## src/rtl/gpio_pkg.sv

```systemverilog
package gpio_pkg;
  localparam int BUS_W   = 32;
  localparam int ADDR_W  = 5;
  localparam int N_ATTR  = 8;

  // attribute indices; addresses are 3k (set), 3k+1 (clear), 3k+2 (status)
  localparam int AT_OWN = 0;
  localparam int AT_OE  = 1;
  localparam int AT_FLT = 2;
  localparam int AT_OUT = 3;
  localparam int AT_IEN = 4;
  localparam int AT_MD  = 5;
  localparam int AT_PU  = 6;
  localparam int AT_SEL = 7;

  // attributes that come out of reset as all ones
  localparam logic [N_ATTR-1:0] RST_ONES = (N_ATTR'(1) << AT_OWN) | (N_ATTR'(1) << AT_PU);

  localparam logic [ADDR_W-1:0] PIN_ADDR = ADDR_W'(3 * N_ATTR);
  localparam logic [ADDR_W-1:0] ISR_ADDR = ADDR_W'(3 * N_ATTR + 1);

  function automatic logic [ADDR_W-1:0] set_addr(input int k);
    return ADDR_W'(3 * k);
  endfunction
  function automatic logic [ADDR_W-1:0] clr_addr(input int k);
    return ADDR_W'(3 * k + 1);
  endfunction
  function automatic logic [ADDR_W-1:0] stat_addr(input int k);
    return ADDR_W'(3 * k + 2);
  endfunction
endpackage

```

## src/rtl/gpio_setclr_reg.sv

```systemverilog
module gpio_setclr_reg #(
  parameter int          W       = 32,
  parameter logic [W-1:0] RST_VAL = '0
) (
  input  logic         clk,
  input  logic         rst_n,
  input  logic         set_en,
  input  logic         clr_en,
  input  logic [W-1:0] bits,
  output logic [W-1:0] q
);
  logic [W-1:0] set_m, clr_m;
  assign set_m = set_en ? bits : '0;
  assign clr_m = clr_en ? bits : '0;

  always_ff @(posedge clk) begin
    if (!rst_n) q <= RST_VAL;
    else        q <= (q | set_m) & ~clr_m;
  end
endmodule

```

## src/rtl/gpio_in_stage.sv

```systemverilog
module gpio_in_stage #(
  parameter int N = 32
) (
  input  logic         clk,
  input  logic         rst_n,
  input  logic [N-1:0] pad_in,
  input  logic [N-1:0] filt_en,
  output logic [N-1:0] sync_o,
  output logic [N-1:0] prev_o,
  output logic [N-1:0] lvl_o,
  output logic [N-1:0] chg_o
);
  logic [N-1:0] meta_q, sync_q, prev_q, lvl_q, lvl_nxt;

  always_comb begin
    for (int i = 0; i < N; i++) begin
      if (filt_en[i]) lvl_nxt[i] = (sync_q[i] == prev_q[i]) ? sync_q[i] : lvl_q[i];
      else            lvl_nxt[i] = sync_q[i];
    end
  end

  always_ff @(posedge clk) begin
    if (!rst_n) begin
      meta_q <= '0;
      sync_q <= '0;
      prev_q <= '0;
      lvl_q  <= '0;
    end else begin
      meta_q <= pad_in;
      sync_q <= meta_q;
      prev_q <= sync_q;
      lvl_q  <= lvl_nxt;
    end
  end

  assign sync_o = sync_q;
  assign prev_o = prev_q;
  assign lvl_o  = lvl_q;
  assign chg_o  = lvl_nxt ^ lvl_q;
endmodule

```

## src/rtl/gpio_pad_mux.sv

```systemverilog
module gpio_pad_mux #(
  parameter int N = 32
) (
  input  logic [N-1:0] own_gp,
  input  logic [N-1:0] sel_b,
  input  logic [N-1:0] md,
  input  logic [N-1:0] gp_out,
  input  logic [N-1:0] gp_oe,
  input  logic [N-1:0] fa_out,
  input  logic [N-1:0] fa_oe,
  input  logic [N-1:0] fb_out,
  input  logic [N-1:0] fb_oe,
  output logic [N-1:0] pad_out,
  output logic [N-1:0] pad_oe
);
  for (genvar i = 0; i < N; i++) begin : g_line
    logic val, en;
    assign val = own_gp[i] ? gp_out[i] : (sel_b[i] ? fb_out[i] : fa_out[i]);
    assign en  = own_gp[i] ? gp_oe[i]  : (sel_b[i] ? fb_oe[i]  : fa_oe[i]);
    assign pad_out[i] = md[i] ? 1'b0 : val;
    assign pad_oe[i]  = md[i] ? (en & ~val) : en;
  end
endmodule

```

## src/rtl/gpio_port_ctrl.sv

```systemverilog
module gpio_port_ctrl
  import gpio_pkg::*;
#(
  parameter int NUM_LINES = 32
) (
  input  logic                 clk,
  input  logic                 rst_n,
  input  logic [ADDR_W-1:0]    bus_addr,
  input  logic [BUS_W-1:0]     bus_wdata,
  input  logic                 bus_we,
  input  logic                 bus_re,
  output logic [BUS_W-1:0]     bus_rdata,
  input  logic [NUM_LINES-1:0] pad_in,
  output logic [NUM_LINES-1:0] pad_out,
  output logic [NUM_LINES-1:0] pad_oe,
  output logic [NUM_LINES-1:0] pad_pu,
  input  logic [NUM_LINES-1:0] fa_out,
  input  logic [NUM_LINES-1:0] fa_oe,
  input  logic [NUM_LINES-1:0] fb_out,
  input  logic [NUM_LINES-1:0] fb_oe,
  output logic                 irq
);
  localparam int N = NUM_LINES;

  logic [N-1:0] attr_q [N_ATTR];
  logic [N-1:0] wbits;
  assign wbits = bus_wdata[N-1:0];

  for (genvar k = 0; k < N_ATTR; k++) begin : g_attr
    gpio_setclr_reg #(
      .W       (N),
      .RST_VAL (RST_ONES[k] ? {N{1'b1}} : {N{1'b0}})
    ) u_reg (
      .clk    (clk),
      .rst_n  (rst_n),
      .set_en (bus_we && bus_addr == set_addr(k)),
      .clr_en (bus_we && bus_addr == clr_addr(k)),
      .bits   (wbits),
      .q      (attr_q[k])
    );
  end

  logic [N-1:0] own_q, oe_q, filt_q, out_q, ien_q, md_q, pu_q, sel_q;
  assign own_q  = attr_q[AT_OWN];
  assign oe_q   = attr_q[AT_OE];
  assign filt_q = attr_q[AT_FLT];
  assign out_q  = attr_q[AT_OUT];
  assign ien_q  = attr_q[AT_IEN];
  assign md_q   = attr_q[AT_MD];
  assign pu_q   = attr_q[AT_PU];
  assign sel_q  = attr_q[AT_SEL];

  logic [N-1:0] sync_q, prev_q, lvl_q, chg;
  gpio_in_stage #(.N(N)) u_in (
    .clk     (clk),
    .rst_n   (rst_n),
    .pad_in  (pad_in),
    .filt_en (filt_q),
    .sync_o  (sync_q),
    .prev_o  (prev_q),
    .lvl_o   (lvl_q),
    .chg_o   (chg)
  );

  gpio_pad_mux #(.N(N)) u_mux (
    .own_gp  (own_q),
    .sel_b   (sel_q),
    .md      (md_q),
    .gp_out  (out_q),
    .gp_oe   (oe_q),
    .fa_out  (fa_out),
    .fa_oe   (fa_oe),
    .fb_out  (fb_out),
    .fb_oe   (fb_oe),
    .pad_out (pad_out),
    .pad_oe  (pad_oe)
  );
  assign pad_pu = pu_q;

  // interrupt status: sticky, cleared by a read of its address
  logic [N-1:0] isr_q;
  logic         isr_rd;
  assign isr_rd = bus_re && bus_addr == ISR_ADDR;

  always_ff @(posedge clk) begin
    if (!rst_n) isr_q <= '0;
    else        isr_q <= (isr_rd ? '0 : isr_q) | chg;
  end
  assign irq = |(isr_q & ien_q);

  // read mux
  always_comb begin
    bus_rdata = '0;
    for (int k = 0; k < N_ATTR; k++)
      if (bus_addr == stat_addr(k)) bus_rdata[N-1:0] = attr_q[k];
    if (bus_addr == PIN_ADDR) bus_rdata[N-1:0] = lvl_q;
    if (bus_addr == ISR_ADDR) bus_rdata[N-1:0] = isr_q;
  end
endmodule

```

## config.mk

```make
export PLATFORM = sky130hd
export DESIGN_NAME = gpio_port_ctrl
export DESIGN_NICKNAME = d
export VERILOG_FILES = /design/src/rtl/gpio_pkg.sv /design/src/rtl/gpio_setclr_reg.sv /design/src/rtl/gpio_in_stage.sv /design/src/rtl/gpio_pad_mux.sv /design/src/rtl/gpio_port_ctrl.sv
export SDC_FILE = /design/constraint.sdc
export NUM_CORES = 1
export LEC_CHECK = 0
export ABC_AREA = 1
export CAP_MARGIN = 20
export CORE_MARGIN = 2
export CORE_UTILIZATION = 50
export CTS_BUF_LIST = sky130_fd_sc_hd__clkbuf_4
export DETAILED_ROUTE_END_ITERATION = 8
export PLACE_DENSITY_LB_ADDON = 0.15
export SYNTH_ARGS = -nofsm -noshare
export SYNTH_HDL_FRONTEND = slang
export SYNTH_SLANG_ARGS = --single-unit
```

## constraint.sdc

```tcl
create_clock -name clk -period 2.43 [get_ports clk]
set_input_delay 0.729 -clock clk [delete_from_list [all_inputs] [get_ports clk]]
set_output_delay 0.729 -clock clk [all_outputs]
set_load 0.05 [all_outputs]
```

==> metrics.cfg <==
[power]
p_seq_share_pct=47.5
intPower_w=0.0108
swShare_pct=27.1
power_frac_comb_pct=12.5
vdd_drop_max_v=0.000490
cellLeakagePower_nw=13.3
power_frac_clock_pct=39.9
powerDensity_nw_per_um2=503
p_sw_w=0.00403

[sta]
max_freq_mhz=338
setup_tns_ns=-17.57
hold_viol=0
rsz0062_at_grt=yes
finalCritPeriodShare_pct=122
slew_violations=0
slew_headroom_pct=53.8
period_needed_ns=2.96
setup_viol=68
worst_slack_ns=-0.528
finalClockSkew_ns=0.0381
worst_pin_slew_ns=0.693
whs_ns=0.218

[yosys]
ys_seq_elements=416
synth.cell_area_um2=19500
synth_edf_count=0
synth_nets=3149
ys.flop_type=dfxtp_1
synth-seq-area-share_pct=42.6
yosys_warnings=0
avgSynthCellArea_um2=6.63
ys_types=24
synthCells=2948
synthArstFlopShare_pct=0

[detailed_routing]
firstDrtPassIters=8
antenna_left=0
vias=23100
wl_per_cell_um=20.0
drtIter0Drc=2684
vias_per_cell=5.76
routed_wl_um=80100
drc_errors=0

[clock_network]
htreeDepth=3
cts_hold_buf=0
cts-root-buf=clkbuf_4
clk_path_buf_depth=3
cts_buffers=105
clk_latency_ns=0.80
path_clk_slew_ns=0.06
cts.sinks=416
cts_tree=done

[worst_setup_path]
critPathMaxStageDelay_ns=0.25
cp.arrival_ns=2.23
path_cells=buf_12 -> inv_12 -> nor2_4 -> inv_2 -> nor3_4 -> buf_6 -> buf_12 -> nand2_1 -> nand4_1 -> buf_12
rr_worst_depth=6
required_ns=1.70
rr_startpoint=u_in.sync_o[7]$_SDFF_PN0_
path_max_fanout=8
r2r_slack_ns=1.29
startpoint_type=primary input
path_common_cell=buf_12
critPathKind=in2out
reg2reg_to=isr_q[7]$_SDFF_PN0_
critPathSlowestCell=nor3_4
endpoint_kind=output pin

[place]
port-buffer-count=329
gp_congestion=0.913
dp_hpwl_um=52200

[finish]
final_util_pct=76.6
area_growth_pct=51.5
register_area_um2=8450
drive_above_1_share_pct=30.0
nFillCells=2758
multiInputGateArea_um2=10800
nets=3630

[floorplanning]
initial_utilization_pct=50.6
die_w_um=202
die_area_um2=40700
rows=72
core_um2=38600
ios=330
dieHeight_um=202

[worst_hold_path]
hold-path-cell-count=3
worstHoldStart=rst_n
hold_end=g_attr[7].u_reg.q[12]$_SDFF_PN0_
hold_path.class=in2reg

[global_route]
grt_pass1_vias=22100
grt_pass1_wl_um=118000
antenna_found_initial=1
grt_usage_pct=36.8
overflow=0
grt_max_degree=95

[status]
violations=negative setup slack
status=complete, but fails checks

[job]
drv_cap=0

[critical path: cells and delay by family]
family / cells / cell delay, ns
and+or+nand+nor: 4 / 0.72
buffers and inverters: 6 / 0.74
[repair_timing]
item	4_1_cts	5_1_grt
resized for setup	479	333
setup buffers	65	13
setup endpoints to repair	128	96
cloned	3	4
pin swaps	105	148
[power by group through the flow]
stage,clock (W),combinational (W),sequential [W]
after floorplan,0,0.000793,0.00720
final,0.00594,0.00187,0.00707
after global placement,0,0.00166,0.00721
after detailed placement,0,0.00169,0.00722
after CTS,0.00596,0.00175,0.00707
after global routing,0.00632,0.00197,0.00708
[routing by layer]
| layer | up-vias | GRT usage (%) | share of wire [%] |
|---|---|---|---|
| li1 | 10600 | - | - |
| met1 | 10600 | 44.9 | 37 |
| met2 | 1525 | 59.4 | 45 |
| met3 | 400 | 7.89 | 11 |
| met4 | 0 | 22.6 | 6.6 |
| met5 | - | 0 | 0 |
[cells by family (layout without fill, tap and decap cells)]
kind of cell / count (synthesis) / in the layout / share of synthesized area [%]
and+or+nand+nor: 1313 / 1313 / 27.7
buffers and inverters: 575 / 1123 / 11.1
AOI/OAI and AO/OA: 640 / 640 / 18.3
muxes: 4 / 4 / 0.205
DFF: 416 / 416 / 42.6
other: 0 / 1 / 0
[placed cells by master (no fill, tap or decap), drive strengths merged]
cell type      Yosys  layout
a21oi            145     145
a221oi             3       3
a22o               4       4
a31o              32      32
buf               22     321
bufinv             0       1
clkbuf           153     165
clkdlybuf4s15      0      30
clkdlybuf4s50      0     146
clkinv             0      10
dfxtp            416     416
diode              0       1
dlygate4sd2        0      27
dlymetal6s2s       0      22
inv              400     401
mux2i              4       4
nand2            583     583
nand3            172     172
nand3b             1       1
nand4             87      87
nor2             463     463
nor3               6       6
nor3b              1       1
o21ai            332     332
o221ai            32      32
o22ai             92      92
[worst max path at each step]
stage                 from             to  slack, ns  cells past startpoint
2_1_floorplan  bus_addr[1]  bus_rdata[12]      -0.17                      8
5_1_grt        bus_addr[3]   bus_rdata[8]      -0.54                     10
6_report       bus_addr[3]   bus_rdata[8]      -0.53                     10
3_3_place_gp   bus_addr[0]  bus_rdata[27]      -1.01                     12
4_1_cts        bus_addr[3]   bus_rdata[8]      -0.51                     10
3_5_place_dp   bus_addr[0]  bus_rdata[27]      -0.99                     12
[cell type report]
type	count	share of cell area, %
Multi-Input combinational cell	1957	36.5
Tap cell	518	2.19
Sequential cell	416	28.6
Clock buffer	162	4.11
Antenna cell	1	0.00845
Inverter	400	5.38
Timing Repair Buffer	549	23.0
Clock inverter	12	0.245
[through the flow]
step                      total power (W)  setup slack (ns)  area [um^2]  cells
final                              0.0149            -0.528        29600   4015
after global routing               0.0154            -0.542        29600   4015
after CTS                          0.0148            -0.509        28300   4001
after detailed placement          0.00890            -0.992        25700   3763
after global placement            0.00887             -1.01        25700   3763
after floorplan                   0.00799            -0.166        20000   2948
[Yosys cell counts, types with 3 or more instances]
cell type | instances | area [um^2]
nor2_2 | 4 | 25.0
mux2i_1 | 4 | 40.0
nor3_2 | 5 | 50.1
o21ai_1 | 35 | 175
nor2_1 | 459 | 1720
a31o_2 | 32 | 280
a22o_1 | 4 | 35.0
nand2_1 | 583 | 2190
clkbuf_1 | 153 | 574
buf_2 | 12 | 60.1
buf_1 | 10 | 37.5
inv_2 | 4 | 15.0
a221oi_1 | 3 | 26.3
o21ai_0 | 297 | 1490
nand3_1 | 172 | 861
nand4_1 | 87 | 544
a21oi_1 | 145 | 726
o22ai_1 | 92 | 576
o221ai_1 | 32 | 280
dfxtp_1 | 416 | 8330
inv_1 | 396 | 1490
[state kept, by name, indices dropped and copies added, names as in the netlist]
| signal | flops |
|---|---|
| u_in.meta_q | 32 |
| u_in.lvl_o | 32 |
| isr_q | 32 |
| u_in.sync_o | 32 |
| g_attr.u_reg.q | 256 |
| u_in.prev_o | 32 |
No activity file was read; power rests on OpenSTA's default activity.
